<file path="config.mk">
export PLATFORM = sky130hd
export DESIGN_NAME = irqr_ctrl
export DESIGN_NICKNAME = d
export VERILOG_FILES = /design/src/rtl/irqr_pkg.sv /design/src/rtl/irqr_cfg_bank.sv /design/src/rtl/irqr_route.sv /design/src/rtl/irqr_pick.sv /design/src/rtl/irqr_ctrl.sv
export SDC_FILE = /design/constraint.sdc
export NUM_CORES = 1
export LEC_CHECK = 0
export BUFFER_PORTS_ARGS = -buffer_cell sky130_fd_sc_hd__clkbuf_2
export CORE_MARGIN = 2
export CORE_UTILIZATION = 56
export CTS_CLUSTER_DIAMETER = 60
export DETAILED_ROUTE_END_ITERATION = 8
export HOLD_SLACK_MARGIN = 0.08
export PLACE_DENSITY_LB_ADDON = 0.15
export SLEW_MARGIN = 10
export SYNTH_ARGS = -nofsm -noshare
export SYNTH_HDL_FRONTEND = slang
export SYNTH_HIERARCHICAL = 1
export SYNTH_SLANG_ARGS = --single-unit
export TNS_END_PERCENT = 50
</file>
<file path="constraint.sdc">
create_clock -name clk -period 2 [get_ports clk]
set_input_delay 0.2 -clock clk [delete_from_list [all_inputs] [get_ports clk]]
set_output_delay 0.2 -clock clk [all_outputs]
set_load 0.005 [all_outputs]
</file>
<file path="src/rtl/irqr_pkg.sv">
package irqr_pkg;
    // width of a stored configuration word
    localparam int CFG_W      = 7;
    // route bits inside a configuration word
    localparam int IRQ_BIT    = 5;
    localparam int FIQ_BIT    = 6;
    // select word layout
    localparam int NUM_W      = 6;
    localparam int PEND_BIT   = 6;
    localparam int SEL_OFFSET = 'h104;
    localparam int BUS_W      = 32;
endpackage

</file>
<file path="src/rtl/irqr_cfg_bank.sv">
module irqr_cfg_bank
    import irqr_pkg::*;
#(
    parameter int NSRC   = 64,
    parameter int WIDX_W = 10
) (
    input  logic                     clk,
    input  logic                     rst_n,
    input  logic                     wr_i,
    input  logic [WIDX_W-1:0]        widx_i,
    input  logic [CFG_W-1:0]         wdata_i,
    output logic [NSRC*CFG_W-1:0]    cfg_flat_o
);
    generate
        for (genvar g = 0; g < NSRC; g++) begin : g_word
            logic hit;
            assign hit = wr_i && (widx_i == WIDX_W'(g));
            always_ff @(posedge clk or negedge rst_n) begin
                if (!rst_n) begin
                    cfg_flat_o[g*CFG_W +: CFG_W] <= '0;
                end else if (hit) begin
                    cfg_flat_o[g*CFG_W +: CFG_W] <= wdata_i;
                end
            end
        end
    endgenerate


    idle_hold_chk: assert property (@(posedge clk) disable iff (!rst_n)
        !wr_i |=> $stable(cfg_flat_o));


    unmapped_hold_chk: assert property (@(posedge clk) disable iff (!rst_n)
        (wr_i && (widx_i >= WIDX_W'(NSRC))) |=> $stable(cfg_flat_o));
endmodule

</file>
<file path="src/rtl/irqr_route.sv">
module irqr_route
    import irqr_pkg::*;
#(
    parameter int NSRC = 64
) (
    input  logic [NSRC-1:0]       src_i,
    input  logic [NSRC*CFG_W-1:0] cfg_flat_i,
    output logic [NSRC-1:0]       pend_o,
    output logic                  irq_o,
    output logic                  fiq_o
);
    logic [NSRC-1:0] irq_vec;
    logic [NSRC-1:0] fiq_vec;

    generate
        for (genvar g = 0; g < NSRC; g++) begin : g_src
            assign irq_vec[g] = src_i[g] & cfg_flat_i[g*CFG_W + IRQ_BIT];
            assign fiq_vec[g] = src_i[g] & cfg_flat_i[g*CFG_W + FIQ_BIT];
        end
    endgenerate

    assign pend_o = irq_vec | fiq_vec;
    assign irq_o  = |irq_vec;
    assign fiq_o  = |fiq_vec;
endmodule

</file>
<file path="src/rtl/irqr_pick.sv">
module irqr_pick
    import irqr_pkg::*;
#(
    parameter int NSRC = 64
) (
    input  logic [NSRC-1:0]  pend_i,
    output logic             valid_o,
    output logic [NUM_W-1:0] num_o
);
    always_comb begin
        num_o = '0;
        // scan downward so the lowest set index is written last
        for (int i = NSRC - 1; i >= 0; i--) begin
            if (pend_i[i]) begin
                num_o = NUM_W'(i);
            end
        end
    end

    assign valid_o = |pend_i;
endmodule

</file>
<file path="src/rtl/irqr_ctrl.sv">
module irqr_ctrl
    import irqr_pkg::*;
#(
    parameter int NSRC   = 64,
    parameter int ADDR_W = 12
) (
    input  logic              clk,
    input  logic              rst_n,
    input  logic [NSRC-1:0]   src_i,
    input  logic              bus_wr,
    input  logic [ADDR_W-1:0] bus_addr,
    input  logic [31:0]       bus_wdata,
    output logic [31:0]       bus_rdata,
    output logic              irq_o,
    output logic              fiq_o
);
    localparam int WIDX_W   = ADDR_W - 2;
    localparam int SEL_WIDX = SEL_OFFSET / 4;

    logic [WIDX_W-1:0]        widx;
    logic [NSRC*CFG_W-1:0]    cfg_flat;
    logic [NSRC-1:0]          pend_vec;
    logic                     sel_valid;
    logic [NUM_W-1:0]         sel_num;
    logic                     unused_bits;

    assign widx        = bus_addr[ADDR_W-1:2];
    assign unused_bits = ^{bus_addr[1:0], bus_wdata[31:CFG_W]};

    irqr_cfg_bank #(.NSRC(NSRC), .WIDX_W(WIDX_W)) bank_i (
        .clk        (clk),
        .rst_n      (rst_n),
        .wr_i       (bus_wr),
        .widx_i     (widx),
        .wdata_i    (bus_wdata[CFG_W-1:0]),
        .cfg_flat_o (cfg_flat)
    );

    irqr_route #(.NSRC(NSRC)) route_i (
        .src_i      (src_i),
        .cfg_flat_i (cfg_flat),
        .pend_o     (pend_vec),
        .irq_o      (irq_o),
        .fiq_o      (fiq_o)
    );

    irqr_pick #(.NSRC(NSRC)) pick_i (
        .pend_i  (pend_vec),
        .valid_o (sel_valid),
        .num_o   (sel_num)
    );

    always_comb begin
        bus_rdata = '0;
        if (widx == WIDX_W'(SEL_WIDX)) begin
            bus_rdata[PEND_BIT]    = sel_valid;
            bus_rdata[NUM_W-1:0]   = sel_num;
        end else if (widx < WIDX_W'(NSRC)) begin
            bus_rdata[CFG_W-1:0]   = cfg_flat[int'(widx)*CFG_W +: CFG_W];
        end
    end


    flag_vs_lines_chk: assert property (@(posedge clk) disable iff (!rst_n)
        (irq_o || fiq_o) == sel_valid);


    pick_hit_chk: assert property (@(posedge clk) disable iff (!rst_n)
        sel_valid |-> pend_vec[sel_num]);


    pick_lowest_chk: assert property (@(posedge clk) disable iff (!rst_n)
        sel_valid |-> ((pend_vec & ((NSRC'(1) << sel_num) - NSRC'(1))) == '0));
endmodule

</file>
==> impl_metrics.yaml, run 1 <==
synthesis:
  ys_async_sr_fraction: 1.00
  synth_area_um2: 23800
  synth_flop_cell: "dfrtp_1"
  synth_edf_count: 0
  syn_inst: 1671
  yosysUniqueCellTypes: 80
  syn_area_per_cell_um2: 14.2
  seq_area_frac_synth: 0.471
  synth-warning-count: 6
  synth_seq_cells: 448
power:
  peakVddDrop_v: 0.000762
  leakagePower_nw: 15.2
  powerDensity_nw_per_um2: 705
timing:
  fin_ws_ps: -1180
  period_minus_slack_ps: 3180
  setup_tns_ps: -9230
  setup_violations: 9
  slew_headroom: 0.460
  tightest_slew_ps: 808
  rsz0062_at_grt: "true"
  final_max_slew_viol_count: 0
  hold-worst-slack_ps: 137
  skew_ps: 0
  fmax_ghz: 0.314
  fin_crit_sh: 1.59
  finalHoldViolCount: 0
finish:
  fin_cells: 2776
  top_regs: "bank_i/cfg_flat_o x448"
  fin_area_um2: 30700
  top_register: "bank_i/cfg_flat_o"
  nNetsFinal: 2309
  area_growth_pct: 29.1
  drive_above_1_share: 0.619
  diodes: 0
  largest_reg_flops: 448
run_status:
  status: "finished, violations left"
  violations: "negative setup slack"
global_route:
  grt_max_degree: 71
  grt-ovfl-total: 0
  grt_pass1_wl_um: 123000
  grt_usage: 0.383
  antenna_found_initial: 1
  grt_pass1_vias: 18600
place:
  gp_congestion: 1.11
  dpl_cell_area_um2: 28500
  portBuffers: 92
  placedCellCount: 2689
  dp_hpwl_um: 62600
die:
  ios: 145
  die_area_um2: 44200
  die_w_um: 210
  start_util: 0.567
  core_um2: 41900
  rows: 75
  die_h_um: 210
critical_path:
  cp.depth: 7
  path_delay_family: "compound AO/OA/AOI/OAI gates"
  critPathBufInv: 1
  cp_max_fo: 4
  path_class: "flop to output port"
  slowest_stage: "o311ai_4"
  start_kind: "flop"
  cpPeakStageDelay_ps: 450
  cp.arrival_ps: 2980
  critical_path.cell_chain: "o21a_1 > or3_4 > nor3_4 > nand2_2 > o311ai_4 > a211o_1 > buf_2"
  reg2regPathDepth: 2
  endpoint_kind: "output port"
  required_ps: 1800
cts:
  clock-sinks: 448
  cts_max_path_buffers: 3
  worstSkewPairLatency_ps: 580
  cts_tree: "done"
  cts-root-buf: "clkbuf_16"
  numCtsBuffers: 49
  clkTransAtPathRegs_ps: 60
  cts-htree-levels: 2
run:
  drv_cap: 0
route:
  routed_wl_um: 82500
  avgViaCountPerCell: 6.48
  via_count: 18000
  dr.pass1.iters: 5
  drc: 0
  wl_per_cell_um: 29.7
  drt_iter0_drc: 1755
  postRouteAntennaNets: 0
min_path:
  holdCritPathClass: "primary input to async pin"
[metrics by stage]
step,util,power (W),worst slack [ps]
floorplan,-,0.0105,-142
global placement,0.681,0.0117,-732
detailed placement,0.681,0.0118,-724
CTS,0.728,0.0217,-1150
global route,0.732,0.0223,-1260
finish,0.732,0.0217,-1180
[cells by family (layout without fill, tap and decap cells)]
kind of cell | count (synthesis) | count (layout) | share of synthesized area
mux | 598 | 598 | 0.331
flops | 448 | 448 | 0.471
simple gates | 235 | 235 | 0.0829
compound gates | 234 | 234 | 0.0782
buf+inv | 155 | 697 | 0.0364
other cells | 1 | 25 | 0.000158
[worst reg2reg max path, delay by kind of cell, from the launching register on]
| kind | cells | cell delay (ps) |
|---|---|---|
| flops | 1 | 390 |
| mux | 1 | 280 |
| buf+inv | 1 | 160 |
[timing repair]
action | in CTS | in global routing
endpoints found under the setup margin | 9 | 9
endpoints found under the hold margin | 448 | 0
cloned | 0 | 0
setup buffers | 0 | 1
resized for setup | 48 | 30
hold buffers | 1 | 0
pin swaps | 31 | 22
[Yosys cell counts, types with 7 or more instances]
master / n / area, µm²
o22ai_1: 16 / 100
o211ai_1: 8 / 60.1
a221oi_1: 27 / 236
mux2_2: 471 / 5300
a21oi_1: 10 / 50.1
nor4_1: 16 / 100
clkbuf_1: 62 / 233
buf_4: 34 / 255
nor4_4: 34 / 723
nand3_1: 16 / 80.1
nand2b_1: 7 / 43.8
nor2_1: 28 / 105
a221oi_2: 9 / 135
nand4_1: 33 / 206
mux2i_1: 19 / 190
dfrtp_1: 448 / 11200
buf_2: 18 / 90.1
mux4_2: 104 / 2340
nor3_1: 18 / 90.1
o21ai_0: 14 / 70.1
nand2_1: 22 / 82.6
clkbuf_2: 8 / 40.0
o21a_1: 67 / 503
nor2b_1: 8 / 50.1
inv_1: 10 / 37.5
nand4_2: 8 / 100
buf_6: 13 / 146
a22o_1: 32 / 280
[final timing paths]
path / from / endpoint / slack [ps]
hold reg to reg: bank_i/cfg_flat_o[157] / bank_i/cfg_flat_o[157] / 490
min in group clk: bus_wdata[2] / bank_i/cfg_flat_o[352] / 240
setup reg to reg: bank_i/cfg_flat_o[159] / bank_i/cfg_flat_o[159] / 1050
hold / removal: rst_n / bank_i/cfg_flat_o[418] / 140
max in group asynchronous: rst_n / bank_i/cfg_flat_o[378] / 1090
setup / recovery: bank_i/cfg_flat_o[76] / bus_rdata[0] / -1180
[layer usage]
| layer | track usage | part of all wire | vias up |
|---|---|---|---|
| met4 | 0.159 | 0.048 | 2 |
| met5 | 0 | 0.00015 | - |
| met1 | 0.545 | 0.42 | 9402 |
| li1 | - | - | 7588 |
| met2 | 0.588 | 0.45 | 814 |
| met3 | 0.0651 | 0.077 | 182 |
[power breakdown]
part	internal (W)	switching, W
clock network	0.00602	0.00389
logic	0.00104	0.00144
registers	0.00920	0.0000715
total	0.0163	0.00540
[cell usage in the layout, fill, tap and decap left out, types with 5 or more instances in the layout]
cell type / n
a21oi_1: 8
a221oi_1: 20
a221oi_2: 15
a22o_1: 30
a22oi_1: 5
buf_12: 40
buf_4: 462
bufinv_16: 8
clkbuf_16: 50
clkbuf_2: 88
clkbuf_8: 10
clkinv_2: 7
conb_1: 25
dfrtp_1: 448
inv_1: 10
inv_6: 5
mux2_2: 471
mux2i_1: 19
mux4_2: 104
nand2_1: 21
nand2b_1: 6
nand3_1: 12
nand3b_1: 5
nand4_1: 33
nand4_2: 8
nor2_1: 23
nor2b_1: 7
nor3_1: 16
nor4_1: 8
nor4_2: 7
nor4_4: 36
o211ai_1: 8
o21a_1: 62
o21ai_0: 12
o22ai_1: 16
or4_4: 6
[final cells by class]
cell class / count / area, µm²
Clock buffer: 64 / 1400
Clock inverter: 26 / 382
Fill cell: 2838 / 11200
Inverter: 11 / 41.3
Multi-Input combinational cell: 1092 / 12200
Sequential cell: 448 / 11200
Tap cell: 539 / 674
Timing Repair Buffer: 596 / 4780
No activity file was read; power rests on OpenSTA's default activity.
==> run 2, diff against run 1 <==
--- a/config.mk
+++ b/config.mk
@@ -7,11 +7,13 @@
 export LEC_CHECK = 0
 export BUFFER_PORTS_ARGS = -buffer_cell sky130_fd_sc_hd__clkbuf_2
 export CORE_MARGIN = 2
-export CORE_UTILIZATION = 56
+export CORE_UTILIZATION = 30
 export CTS_CLUSTER_DIAMETER = 60
+export CTS_CLUSTER_SIZE = 30
 export DETAILED_ROUTE_END_ITERATION = 8
 export HOLD_SLACK_MARGIN = 0.08
 export PLACE_DENSITY_LB_ADDON = 0.15
+export SKIP_LAST_GASP = 1
 export SLEW_MARGIN = 10
 export SYNTH_ARGS = -nofsm -noshare
 export SYNTH_HDL_FRONTEND = slang
==> run 2 against run 1 <==
The run still ends with negative setup slack left. Utilization shrank 33 points. Critical path depth up 3. Non-clock buffer count is 12 higher. Total power is 2.4% higher. Clock skew stayed put. First-iteration DRC count is 24% lower. Via count down 2.0%. Die area rose by 85%. Global-route usage decreased by 16 points.
==> impl_metrics.yaml, run 2 (synthesized netlist as in run 1, its figures left out) <==
route:
  drt_iter0_drc: 1328
  drc: 0
  wl_per_cell_um: 27.9
  dr.pass1.iters: 5
  routed_wl_um: 92000
  via_count: 17600
  postRouteAntennaNets: 0
  avgViaCountPerCell: 5.34
min_path:
  holdCritPathClass: "primary input to async pin"
finish:
  layout_common_cells: "471 x mux2_2, 447 x dfrtp_1, 443 x buf_4"
  area_growth_pct: 33.8
  fillCellCount: 7383
  final_util: 0.404
  diodes: 0
  drive_above_1_share: 0.625
  layout_commonest_cell: "mux2_2"
  nNetsFinal: 2321
  multi_input_area_um2: 12300
  largest_reg_flops: 448
  top_register: "bank_i/cfg_flat_o"
  seqCellArea_um2: 11200
  top_regs: "bank_i/cfg_flat_o x448"
die:
  rows: 103
  ios: 145
  die_h_um: 286
  start_util: 0.302
  die_w_um: 286
  core_um2: 78700
  die_area_um2: 81600
run:
  drv_cap: 0
critical_path:
  cp_max_fo: 2
  start_kind: "flop"
  path_class: "flop to output port"
  cp.arrival_ps: 3010
  required_ps: 1800
  endpoint_kind: "output port"
place:
  portBuffers: 92
  dp_hpwl_um: 70100
  gp_congestion: 0.973
power:
  leakagePower_nw: 15.4
  p_seq_frac: 0.418
  p_clk_frac: 0.467
  switching_power_w: 0.00597
  combinationalPowerShare: 0.116
  switching_share: 0.269
  p_int_w: 0.0162
  powerDensity_nw_per_um2: 696
  peakVddDrop_v: 0.000604
global_route:
  antenna_found_initial: 1
  met3_usage: 0.0287
  grt_pass1_wl_um: 134000
  grt_pass1_vias: 18300
  grt_max_degree: 65
  grt_busiest_layer: "met2"
  grt_usage: 0.225
  grt-ovfl-total: 0
  gr-usage-met1: 0.321
  grtUsageMet2: 0.364
timing:
  finalHoldViolCount: 0
  slew_headroom: 0.589
  final_max_slew_viol_count: 0
  skew_ps: 0
  rsz0062_at_grt: "true"
  fmax_ghz: 0.312
  tightest_slew_ps: 612
  setup_violations: 9
  hold-worst-slack_ps: 114
  fin_crit_sh: 1.60
  fin_ws_ps: -1210
  period_minus_slack_ps: 3210
run_status:
  violations: "negative setup slack"
  status: "finished, violations left"
cts:
  worstSkewPairLatency_ps: 610
  cts-root-buf: "clkbuf_16"
  cts_tree: "done"
  cts_max_path_buffers: 3
  clock-sinks: 448
  numCtsBuffers: 49
  cts-htree-levels: 2
  clkTransAtPathRegs_ps: 80
-- run 2: power groups by stage --
stage | Clock [W] | Combinational (W) | Sequential [W]
after CTS | 0.0106 | 0.00250 | 0.00926
after detailed placement | 0 | 0.00241 | 0.00943
after global routing | 0.0110 | 0.00271 | 0.00927
after floorplan | 0 | 0.00104 | 0.00942
after global placement | 0 | 0.00239 | 0.00943
final | 0.0104 | 0.00256 | 0.00926
-- run 2: worst max-delay path: stages (launching register included) --
cell and delay, ps:
dfrtp_1 380, o21a_1 220, or4_4 550, nor4b_4 270
buf_4 170, nand3_4 80, nor2_4 120, nand3b_1 120
a32oi_2 220, o21ai_2 130, clkbuf_2 130
-- run 2: per-stage QoR --
stage               instances  power (W)  setup WS [ps]  TNS (ps)  area (µm²)
CTS                      3295     0.0224          -1260    -10520       31600
floorplan                1695     0.0105           -142      -757       23900
global placement         3200     0.0118           -852   -130510       29400
detailed placement       3200     0.0118           -800   -132000       29400
finish                   3301     0.0222          -1210     -9600       31800
global route             3301     0.0230          -1290    -10260       31800
-- run 2: layer usage --
metal  up-vias  share of wire  wire, µm
li1       7597              -         -
met1      9410           0.46     42300
met3       116          0.047      4340
met2       501           0.47     43000
met5         -              0         0
met4         0          0.026      2360
-- run 2: timing repair --
| item | CTS | global route |
|---|---|---|
| endpoints found under the setup margin | 17 | 68 |
| cloned | 0 | 1 |
| setup buffers | 5 | 8 |
| hold buffers | 1 | 0 |
| pin swaps | 36 | 37 |
| hold endpoints to repair | 418 | 0 |
| resized for setup | 53 | 47 |
-- run 2: final cells by class --
type	count	area share
multi-input combinational	1092	0.385
clock buffer	53	0.0396
sequential	448	0.352
clock inverter	39	0.0183
tap	1050	0.0413
inverter	11	0.00130
timing repair buffer	608	0.162
-- run 2: worst paths after layout --
path                                                to  slack [ps]  depth (start not counted)                   start
worst max-delay path                      bus_rdata[6]       -1210                         10  bank_i/cfg_flat_o[426]
worst min-delay path              bank_i/cfg_flat_o[3]         110                          2                   rst_n
worst max register to register  bank_i/cfg_flat_o[447]         990                          3  bank_i/cfg_flat_o[447]
worst min register to register  bank_i/cfg_flat_o[158]         490                          1  bank_i/cfg_flat_o[158]
max in group asynchronous       bank_i/cfg_flat_o[316]        1000                          3                   rst_n
min in group clk                 bank_i/cfg_flat_o[66]         190                          3            bus_wdata[3]
